File: config.mk
export PLATFORM = sky130hd
export DESIGN_NAME = accum_cpu
export DESIGN_NICKNAME = d
export VERILOG_FILES = /design/src/rtl/acp_pkg.sv /design/src/rtl/acp_adder.sv /design/src/rtl/acp_ctrl.sv /design/src/rtl/acp_datapath.sv /design/src/rtl/accum_cpu.sv
export SDC_FILE = /design/constraint.sdc
export NUM_CORES = 1
export LEC_CHECK = 0
export BUFFER_PORTS_ARGS = -buffer_cell sky130_fd_sc_hd__buf_2
export CAP_MARGIN = 40
export CELL_PAD_IN_SITES_DETAIL_PLACEMENT = 0
export CELL_PAD_IN_SITES_GLOBAL_PLACEMENT = 1
export CORE_MARGIN = 2
export CORE_UTILIZATION = 45
export CTS_CLUSTER_SIZE = 16
export DETAILED_ROUTE_END_ITERATION = 8
export GPL_TIMING_DRIVEN = 0
export PLACE_DENSITY = 0.87
export SYNTH_ARGS = -nofsm -noshare
export SYNTH_HDL_FRONTEND = slang
export SYNTH_SLANG_ARGS = --single-unit
export TNS_END_PERCENT = 30
File: constraint.sdc
create_clock -name clk -period 8.2 [get_ports clk]
set_input_delay 0.82 -clock clk [delete_from_list [all_inputs] [get_ports clk]]
set_output_delay 0.82 -clock clk [all_outputs]
set_load 0.02 [all_outputs]
File: src/rtl/acp_pkg.sv
package acp_pkg;

  typedef enum logic [2:0] {
    OP_ADD  = 3'b000,
    OP_SUB  = 3'b001,
    OP_LDA  = 3'b010,
    OP_LDB  = 3'b011,
    OP_STR  = 3'b100,
    OP_JMP  = 3'b101,
    OP_JOV  = 3'b110,
    OP_HALT = 3'b111
  } opcode_e;

  typedef enum logic [1:0] {
    S_FETCH = 2'd0,
    S_EXEC  = 2'd1,
    S_STORE = 2'd2,
    S_HALT  = 2'd3
  } state_e;

  // Datapath steering produced by the controller each cycle
  typedef struct packed {
    logic a_from_ext;   // accumulator source: 1 = memory byte, 0 = adder
    logic pc_from_ext;  // PC source: 1 = memory byte, 0 = incrementer
    logic addr_from_b;  // address source: 1 = operand register, 0 = PC
    logic ld_a;
    logic ld_b;
    logic ld_pc;
    logic ld_flag;
    logic carry_in;
  } ctl_t;

endpackage

File: src/rtl/acp_adder.sv
module acp_adder #(
  parameter int WIDTH = 8
) (
  input  logic [WIDTH-1:0] op_x,
  input  logic [WIDTH-1:0] op_y,
  input  logic             cin,
  output logic [WIDTH-1:0] sum,
  output logic             cout
);
  logic [WIDTH:0] wide;

  always_comb begin
    wide = {1'b0, op_x} + {1'b0, op_y} + {{WIDTH{1'b0}}, cin};
    sum  = wide[WIDTH-1:0];
    cout = wide[WIDTH];
  end
endmodule

File: src/rtl/acp_ctrl.sv
module acp_ctrl
  import acp_pkg::*;
(
  input  logic    clk,
  input  logic    rst,
  input  opcode_e opc_in,
  input  logic    flag,
  output ctl_t    ctl,
  output logic    mem_we,
  output logic    halted
);
  state_e  state, nxt;
  opcode_e ir;

  always_ff @(posedge clk) begin
    if (rst) begin
      state <= S_FETCH;
      ir    <= OP_ADD;
    end else begin
      state <= nxt;
      if (state == S_FETCH) ir <= opc_in;
    end
  end

  always_comb begin
    ctl = '0;
    nxt = state;
    case (state)
      S_FETCH: begin
        if (opc_in == OP_HALT) begin
          nxt = S_HALT;               // PC stays on the halt byte
        end else begin
          ctl.ld_pc = 1'b1;
          nxt = S_EXEC;
        end
      end
      S_EXEC: begin
        nxt = S_FETCH;
        case (ir)
          OP_ADD, OP_SUB: begin
            ctl.ld_a     = 1'b1;
            ctl.ld_flag  = 1'b1;
            ctl.carry_in = (ir == OP_SUB);
          end
          OP_LDA: begin
            ctl.a_from_ext = 1'b1;
            ctl.ld_a       = 1'b1;
            ctl.ld_pc      = 1'b1;
          end
          OP_LDB: begin
            ctl.ld_b  = 1'b1;
            ctl.ld_pc = 1'b1;
          end
          OP_STR: begin
            ctl.ld_b  = 1'b1;
            ctl.ld_pc = 1'b1;
            nxt       = S_STORE;
          end
          OP_JMP: begin
            ctl.pc_from_ext = 1'b1;
            ctl.ld_pc       = 1'b1;
          end
          OP_JOV: begin
            ctl.pc_from_ext = flag;
            ctl.ld_pc       = 1'b1;
          end
          default: nxt = S_HALT;
        endcase
      end
      S_STORE: begin
        ctl.addr_from_b = 1'b1;
        nxt = S_FETCH;
      end
      default: nxt = S_HALT;
    endcase
  end

  assign mem_we = (state == S_STORE);
  assign halted = (state == S_HALT);
endmodule

File: src/rtl/acp_datapath.sv
module acp_datapath
  import acp_pkg::*;
#(
  parameter int WIDTH = 8
) (
  input  logic             clk,
  input  logic             rst,
  input  ctl_t             ctl,
  input  logic [WIDTH-1:0] rdata,
  output logic [WIDTH-1:0] addr,
  output logic [WIDTH-1:0] wdata,
  output logic             flag
);
  localparam logic [WIDTH-1:0] ONE = WIDTH'(1);

  logic [WIDTH-1:0] acc, opb, pc;
  logic [WIDTH-1:0] alu_sum, pc_next;
  logic             alu_cout, inc_cout;

  acp_adder #(.WIDTH(WIDTH)) u_alu (
    .op_x(acc), .op_y(opb), .cin(ctl.carry_in), .sum(alu_sum), .cout(alu_cout)
  );

  acp_adder #(.WIDTH(WIDTH)) u_inc (
    .op_x(pc), .op_y(ONE), .cin(1'b0), .sum(pc_next), .cout(inc_cout)
  );

  always_ff @(posedge clk) begin
    if (rst) begin
      acc  <= '0;
      opb  <= '0;
      pc   <= '0;
      flag <= 1'b0;
    end else begin
      if (ctl.ld_a)    acc  <= ctl.a_from_ext  ? rdata : alu_sum;
      if (ctl.ld_b)    opb  <= rdata;
      if (ctl.ld_pc)   pc   <= ctl.pc_from_ext ? rdata : pc_next;
      if (ctl.ld_flag) flag <= alu_cout;
    end
  end

  assign addr  = ctl.addr_from_b ? opb : pc;
  assign wdata = acc;
endmodule

File: src/rtl/accum_cpu.sv
module accum_cpu
  import acp_pkg::*;
#(
  parameter int WIDTH = 8
) (
  input  logic             clk,
  input  logic             rst,
  output logic [WIDTH-1:0] mem_addr,
  input  logic [WIDTH-1:0] mem_rdata,
  output logic [WIDTH-1:0] mem_wdata,
  output logic             mem_we,
  output logic             halted
);
  localparam int OPC_LSB = WIDTH - 3;

  ctl_t    ctl;
  logic    flag;
  opcode_e opc;

  assign opc = opcode_e'(mem_rdata[WIDTH-1:OPC_LSB]);

  acp_ctrl u_ctrl (
    .clk(clk), .rst(rst), .opc_in(opc), .flag(flag),
    .ctl(ctl), .mem_we(mem_we), .halted(halted)
  );

  acp_datapath #(.WIDTH(WIDTH)) u_dp (
    .clk(clk), .rst(rst), .ctl(ctl), .rdata(mem_rdata),
    .addr(mem_addr), .wdata(mem_wdata), .flag(flag)
  );
endmodule

# Word-level counts from Yosys, hierarchy flattened

Index checks and enable logic that the tools add are counted.

Add/sub/neg operators: 3
$mul: 0
Div/mod/pow operators: 0
$lt $le $gt $ge: 0
Equality and inequality tests: 10
Shifts and indexed selects: 0
Muxes and demuxes: 18
Bitwise logic cells: 0
Reductions and logical operators: 7

Operators by type and width:

| cell                  | number |
|---|---|
| $mux W8               | 3 |
| $eq A3 B3 Y1 const B  | 4 |
| $mux W2               | 5 |
| $add A8 B8 Y9         | 1 |
| $add A9 B1 Y9         | 1 |
| $add A8 B1 Y8 const B | 1 |
| $eq A3 B2 Y1 const B  | 2 |
| $mux W1               | 6 |
| $pmux W2 S3           | 1 |
| $reduce_or A6 Y1      | 1 |
| $reduce_or A5 Y1      | 1 |
| $eq A2 B2 Y1 const B  | 2 |
| $pmux W1 S2           | 2 |
| $pmux W2 S2           | 1 |
| $reduce_or A2 Y1      | 2 |
| $eq A3 B1 Y1 const B  | 1 |
| $logic_not A3 Y1      | 1 |
| $reduce_or A3 Y1      | 1 |
| $eq A2 B1 Y1 const B  | 1 |
| $logic_not A2 Y1      | 1 |

Flip-flop bits (word level): 30
Bits in latches: 0
RAM bits: 0
Bits in read-only memories: 0
Input port bits: 10
Output and inout bits: 18
Word-level logic and storage cells: 44
Memories: 0

# Longest topological paths before layout

Gate-level depths: netlist (run 1).

Depth in word-level cells: 6
Mapped depth: 11
Depth with buffers taken out: 10

# Hierarchy

A second synthesis (run 1) with hierarchy kept.

Cells, all modules: 236
Area, all modules: 2153.3 µm²

Modules (own cells, without submodules):

| module       | times used | cells an instance | area an instance (µm²) | seq. area each (µm²) |
|---|---|---|---|---|
| acp_datapath | 1          | 112               | 1147.4                 | 500.5 |
| acp_adder    | 2          | 40                | 331.6                  | 0.0 |
| acp_ctrl     | 1          | 44                | 342.8                  | 100.1 |

# Worst setup path after synthesis (run 1)

No wires, ideal clock.

Path kind: reg-to-reg
Start: register u_ctrl.state[1]
End: register u_dp.acc[4], in the netlist u_dp.wdata[4]
Data arrival time: 2.482 ns
Setup slack: 5.633 ns
Stages on the path, launching flop included: 12
Cell sequence: dfxtp_1 nand2b_2 buf_6 nor3_2 nand2_1 fa_1 fa_1 nor2b_1 o21ai_0 a211oi_1 a21oi_1 a211oi_1

Longest elaborated chain between the ends: 4

Ends and longest elaborated chain:

| element                | RTL line           | RTL |
|---|---|---|
| start, declared        | acp_ctrl.sv:12     | `state_e state, nxt;` |
| start signal, assigned | acp_ctrl.sv:20     | `state <= nxt;` |
| $eq A2 B1 Y1 *         | acp_ctrl.sv:28     | `case (state)` |
| $mux W2                | acp_ctrl.sv:28     |  |
| $add A9 B1 Y9          | acp_adder.sv:13    | `wide = {1'b0, op_x} + {1'b0, op_y} + {{WIDTH{1'b0}}, cin};` |
| $mux W8                | acp_datapath.sv:35 | `if (ctl.ld_a) acc <= ctl.a_from_ext ? rdata : alu_sum;` |
| end signal, assigned   | acp_datapath.sv:35 |  |
| end, declared          | acp_datapath.sv:16 | `logic [WIDTH-1:0] acc, opb, pc;` |

Mark *: on every way between the ends. The rest lies on a longest branch, timed or not.
A chain may end at the register's enable or synchronous reset.

# Final worst setup path (run 1)

Ends and elaborated chain as after synthesis.

==> out/results.ini, run 1 <==
[run_status]
status=finished, final reports clean

[sta]
relSlewSlack_pct=60.1
fin_setup_tns_ps=0
hold_viol_final=0
max_freq_mhz=336
fin_hold_ws_ps=481
skew_ps=4.69
finalCritPeriodShare_pct=36.3
drv_slew=0
setup_viol=0
final.min_clock_period_ps=2980
tightest_slew_ps=595
grt_setup_unrepaired=false

[grt]
grt_pass1_wl_um=8740
grt_max_degree=11
grt_usage_pct=22.5
grt_pass1_vias=1830
antenna_found_initial=0
grt_remaining_overflow=0

[clock_network]
cts_tree=built
cts_resized=0
post_cts_buffers=0
clock_latency_ps=290
cts_inserted_buffers=5
clk_path_buf_depth=2
hold_buffers=0
htree_levels=2
clockRootBuffer=clkbuf_8
clock_sink_count=30
clk_pin_slew_ps=60

[floorplan]
row_count=23
die_y_um=69.4
coreArea_um2=4060
ios=28
die_w_um=69.4
dieArea_um2=4820
start_util_pct=47.5

[yosys]
synth_top_area_cell=dfxtp_1
synth-edff-count=0
synth_top_cells_by_area=dfxtp_1 31%, a21oi_1 5.5%, nor2_1 5.3%, ha_1 5.2%, o21ai_0 4.9%
synth_top_area_share_pct=31.2
synth.avg_cell_area_um2=8.23
synth_top_flop_cell=dfxtp_1
synth.distinct_cells=49
seq_area_frac_synth_pct=31.2
netlist_area_um2=1930
synthArstFlopShare_pct=0
syn-num-nets=254
synth-seq-cells=30
synthCells=234
yosys_warnings=0

[routing]
vias=1817
ant_nets=0
first_pass_iters=4
routed_wl_um=4890
drtIter0Drc=103
top_layer_used=met4
met3_length_um=211
dr_wl_met2_um=2220
wl_met1_um=2370
drt_drc_violations_left=0
via_per_inst=5.70
wire_per_inst_um=15.3

[cells_and_area]
n_fill_cell=423
final_cell_area_um2=2220
final_util_pct=54.6
drive_gt1_share_pct=21.2
antenna_cells=0
fin_nets=288
area_growth_pct=15.0

[setup_path]
critical_path_class=reg2reg
critPathRequiredTime_ps=8400
start_kind=flop
end_kind=flop
crit_arrival_ps=3180
cp_max_fo=10

[power_and_ir_drop]
leakagePower_uw=0.000873
powerDensity_nw_per_um2=171
pwr-share-comb_pct=23.1
vdd_ir_drop_max_uv=113
pwr-share-clk_pct=33.3
netSwitchingFraction_pct=31.7
p_int_uw=258
seq_power_share_pct=43.7
netSwitchingPower_uw=120

[placement]
placed_area_um2=2120
gp_congestion=0.848
port_buffers=27
dp_hpwl_um=3550

[worst_hold_path]
worstHoldPathType=reg2reg

[run]
maxCapViolCount=0

[cell families (layout without fill, tap and decap cells)]
logic type                 count (synthesis)  after routing  synth area share (%)
AOI/OAI and AO/OA                         67             67                  22.7
xor gates and xnor gates                   1              1                 0.455
adders and majority gates                 10             10                  7.27
buffers and inverters                     18             53                  4.80
DFF                                       30             30                  31.2
muxes                                     16             16                  8.77
and+or+nand+nor                           92             92                  24.8
[through the flow]
stage               std cells  setup slack (ps)  power, uW
global route              319              4940        400
floorplan                 234              5630        231
detailed placement        311              5290        255
CTS                       319              5260        381
global placement          311              5300        254
finish                    319              5220        378
[Yosys cell counts, drive strengths merged, types with 2 or more instances]
cell    number
nor2        28
and3         3
a21oi       21
ha           8
mux2         7
nand3b       5
nor3        10
nand2b       7
inv          8
o31a         3
mux2i        9
clkbuf       3
or3          2
o21ai       19
nand4        2
and2         2
nor3b        3
o22ai        2
o211ai       2
a311oi       2
buf          7
a211oi       7
fa           2
nand2       21
nor2b        5
dfxtp       30
a31oi        2
[area by class of cell]
cell class                      count  area (um^2)  share of cell area (%)
Sequential cell                    30          601                    27.1
Multi-Input combinational cell    186         1230                    55.7
Tap cell                           50         62.6                    2.82
Clock inverter                      1         5.00                   0.226
Timing Repair Buffer               27          135                    6.10
Clock buffer                        7         86.3                    3.90
Buffer                             10         62.6                    2.82
Inverter                            8         30.0                    1.36
[final timing paths]
check / from / endpoint / slack (ps) / depth (start not counted)
setup / recovery: u_ctrl.state[1]$_SDFF_PP0_ / u_dp.wdata[4]$_SDFFE_PP0P_ / 5220 / 11
hold / removal: u_dp.wdata[0]$_SDFFE_PP0P_ / u_dp.wdata[0]$_SDFFE_PP0P_ / 480 / 2
setup reg to reg: u_ctrl.state[1]$_SDFF_PP0_ / u_dp.wdata[4]$_SDFFE_PP0P_ / 5220 / 11
hold reg to reg: u_dp.wdata[0]$_SDFFE_PP0P_ / u_dp.wdata[0]$_SDFFE_PP0P_ / 480 / 2
[metal layers]
| layer | vias up | global-route usage (%) |
|---|---|---|
| met4 | 0 | 8.71 |
| met5 | - | 0 |
| met3 | 10 | 5.81 |
| met1 | 853 | 29.7 |
| met2 | 40 | 35.3 |
| li1 | 914 | - |
[sequential cells by signal (all words and copies together) (netlist names)]
signal        flops
u_ctrl.ir         3
u_dp.wdata        8
u_dp.opb          8
u_ctrl.state      2
u_dp.pc           8
u_dp.flag         1
[placed cells by master, fill, tap and decap left out, types with 8 or more instances in the layout]
| master | synthesis | routed |
|---|---|---|
| buf_2 | 2 | 29 |
| nor2_1 | 27 | 27 |
| ha_1 | 8 | 8 |
| o21ai_0 | 19 | 19 |
| a21oi_1 | 21 | 21 |
| nand2_1 | 21 | 21 |
| inv_1 | 8 | 8 |
| mux2i_1 | 9 | 9 |
| dfxtp_1 | 30 | 30 |
[power groups by stage]
| stage | combinational (uW) | sequential (uW) | clock (uW) |
|---|---|---|---|
| 2_1_floorplan | 61.3 | 169 | 0 |
| 3_3_place_gp | 85.8 | 168 | 0 |
| 3_5_place_dp | 86.3 | 169 | 0 |
| 4_1_cts | 87.3 | 165 | 128 |
| 5_1_grt | 97.5 | 167 | 135 |
| 6_report | 87.2 | 165 | 126 |
[worst max-delay path, stage by stage (launching register included)]
cell and delay, ps:
dfxtp_1 380, nand2b_2 230, buf_6 160, nor3_2 320, nand2_1 130, fa_1 420
fa_1 390, nor2b_1 210, o21ai_0 120, a211oi_1 220, a21oi_1 70, a211oi_1 230
(Power assumes the default switching activity.)
==> run 2, diff against run 1 <==
--- a/config.mk
+++ b/config.mk
@@ -10,11 +10,11 @@
 export CELL_PAD_IN_SITES_DETAIL_PLACEMENT = 0
 export CELL_PAD_IN_SITES_GLOBAL_PLACEMENT = 1
 export CORE_MARGIN = 2
-export CORE_UTILIZATION = 45
+export CORE_UTILIZATION = 38
 export CTS_CLUSTER_SIZE = 16
 export DETAILED_ROUTE_END_ITERATION = 8
 export GPL_TIMING_DRIVEN = 0
-export PLACE_DENSITY = 0.87
+export PLACE_DENSITY = 0.78
 export SYNTH_ARGS = -nofsm -noshare
 export SYNTH_HDL_FRONTEND = slang
 export SYNTH_SLANG_ARGS = --single-unit
==> constraint.sdc (replaced) <==
create_clock -name clk -period 2.7 [get_ports clk]
set_input_delay 0.27 -clock clk [delete_from_list [all_inputs] [get_ports clk]]
set_output_delay 0.27 -clock clk [all_outputs]
set_load 0.02 [all_outputs]
==> run 2 against run 1 <==
  * Clock skew fell by 1.4 ps
  * Register-to-register slack lost 5100 ps
  * Core utilization fell by 7.0 points
  * Global-route usage shrank 3.3 points
  * Design area rose by 3.5%
  * Clock-buffer cell count decreased by 1
  * Critical path depth did not move
  * Total power rose to 3.0 times the previous value
  * Clock power increased to 2.8 times the previous value
  * Via count is 2.4% lower
  * Largest power group unchanged
==> out/results.ini, run 2 (synthesis gave the netlist of run 1 again) <==
[placement]
pre_cts_slack_ps=-237  ; -5530 ps
dp_cells=328  ; +5.5%
port_buffers=27  ; unchanged
dp_hpwl_um=3660  ; +3.1%
placed_area_um2=2150  ; +1.0%
gp_congestion=0.818  ; -3.5%

[setup_path]
start_kind=flop
critPathRequiredTime_ps=2880  ; -5520 ps
end_kind=flop
critical_path_class=reg2reg
cp_max_fo=10  ; unchanged
r2r_setup_slack_ps=160  ; -5070 ps
crit_arrival_ps=2720  ; -460 ps

[floorplan]
row_count=25  ; +8.7%
ios=28  ; unchanged
coreArea_um2=4820  ; +19%
start_util_pct=40.0  ; -7.5 points
die_y_um=75.2  ; +8.3%
dieArea_um2=5660  ; +17%
die_w_um=75.2  ; +8.3%

[routing]
via_per_inst=5.25  ; -7.9%
drt_drc_violations_left=0  ; unchanged
wl_met1_um=2430  ; +2.7%
first_pass_iters=4  ; unchanged
dr_wl_met2_um=2250  ; +1.4%
top_layer_used=met4
vias=1773  ; -2.4%
wire_per_inst_um=14.5  ; -5.4%
met3_length_um=204  ; -3.3%
drtIter0Drc=83  ; -19%
ant_nets=0  ; unchanged
routed_wl_um=4910  ; +0.29%

[power_and_ir_drop]
netSwitchingPower_uw=345  ; +190%
p_int_uw=784  ; +200%
netSwitchingFraction_pct=30.6  ; -1.2 points
pwr-share-comb_pct=24.3  ; +1.2 points
seq_power_share_pct=44.6  ; +0.9 points
powerDensity_nw_per_um2=492  ; +190%
leakagePower_uw=0.000896  ; +2.7%
pwr-share-clk_pct=31.1  ; -2.2 points
vdd_ir_drop_max_uv=287  ; +150%

[clock_network]
clk_pin_slew_ps=60  ; about the same
clockRootBuffer=clkbuf_8
cts_inserted_buffers=5  ; unchanged
clock_sink_count=30  ; unchanged
cts_tree=built
htree_levels=2  ; unchanged
clk_path_buf_depth=2  ; unchanged
clock_latency_ps=270  ; -20 ps

[cells_and_area]
final_cell_area_um2=2290  ; +3.5%
finalNonFillerCells=338  ; +6.0%
layout_common_cells=29 x buf_2, 28 x dfxtp_1, 27 x nor2_1
layout_commonest_cell=buf_2
drive_gt1_share_pct=24.4  ; +3.2 points
area_growth_pct=19.0
antenna_cells=0  ; unchanged
fin_nets=292  ; +1.4%

[sta]
max_freq_mhz=393  ; +17%
setup_viol=0  ; unchanged
final.min_clock_period_ps=2540  ; -431 ps
fin_ws_ps=155  ; -5070 ps
tightest_slew_ps=644  ; +49.0 ps
finalCritPeriodShare_pct=94.2  ; +58 points
skew_ps=3.30  ; -1.39 ps
fin_hold_ws_ps=270  ; -211 ps
hold_viol_final=0  ; unchanged
drv_slew=0  ; unchanged
relSlewSlack_pct=56.8  ; -3.3 points
grt_setup_unrepaired=false

[grt]
grt_usage_pct=19.2  ; -3.3 points
grt_max_degree=11  ; unchanged
grt_pass1_wl_um=8220  ; -5.9%
antenna_found_initial=0  ; unchanged
grt_pass1_vias=1683  ; -8.0%
grt_remaining_overflow=0  ; unchanged

[run_status]
status=finished, final reports clean

[run]
maxCapViolCount=0  ; unchanged

[worst_hold_path]
worstHoldPathType=in2reg

-- run 2: cell types whose count changed in the layout (fill, tap and decap cells not counted), moves of 2 or more --
cell / previous run / this run
buf_4: 2 / 6
fa_2: 0 / 2
dfxtp_1: 30 / 28
fa_1: 2 / 0
-- run 2: per-layer routing --
metal  GRT usage, %  vias to the layer above
met5              0                        -
met4           3.51                        0
met3           4.02                        2
met2           31.2                       32
met1           26.8                      809
li1               -                      930
-- run 2: area by class of cell --
class	instances	area, um^2
fillers	517	2520
multi-input cells	186	1260
flip-flops and latches	30	606
repair buffers	31	165
well taps	67	83.8
clock buffers	6	82.6
plain buffers	10	66.3
inverters	8	30.0
-- run 2: power groups by stage --
stage          Sequential (uW)  Combinational, uW  Clock [uW]
2_1_floorplan              515                186           0
3_3_place_gp               512                262           0
3_5_place_dp               513                263           0
4_1_cts                    504                270         362
5_1_grt                    508                305         385
6_report                   504                274         351
-- run 2: critical path: stages, from the launching register on --
cell and delay [ps]:
dfxtp_4 370, nand2b_4 150, buf_8 150, nor3_4 140
nand2_2 80, fa_2 390, fa_2 400, nor2b_4 140
o21ai_0 90, a211oi_1 260, a21oi_1 70, a211oi_1 220
-- run 2: stage by stage --
stage	utilization (%)	power, uW	setup TNS [ps]
2_1_floorplan	-	701	0
3_3_place_gp	44.5	774	-594
3_5_place_dp	44.5	776	-694
4_1_cts	46.9	1140	0
5_1_grt	47.6	1200	0
6_report	47.6	1130	0
-- run 2: final timing paths --
check,start,endpoint,cells after the start
setup / recovery,u_ctrl.state[1]$_SDFF_PP0_,u_dp.wdata[4]$_SDFFE_PP0P_,11
hold / removal,mem_rdata[0],u_dp.opb[0]$_SDFFE_PP0P_,3
setup reg to reg,u_ctrl.state[1]$_SDFF_PP0_,u_dp.wdata[4]$_SDFFE_PP0P_,11
hold reg to reg,u_dp.wdata[0]$_SDFFE_PP0P_,u_dp.wdata[0]$_SDFFE_PP0P_,2
-- run 2: timing repair --
action / CTS / global route
hold buffers: 0 / 0
gates resized for setup: 5 / 6
buffers inserted: 2 / 2
pin swaps: 1 / 5
hold endpoints to repair: 0 / 0
endpoints found under the setup margin: 6 / 3
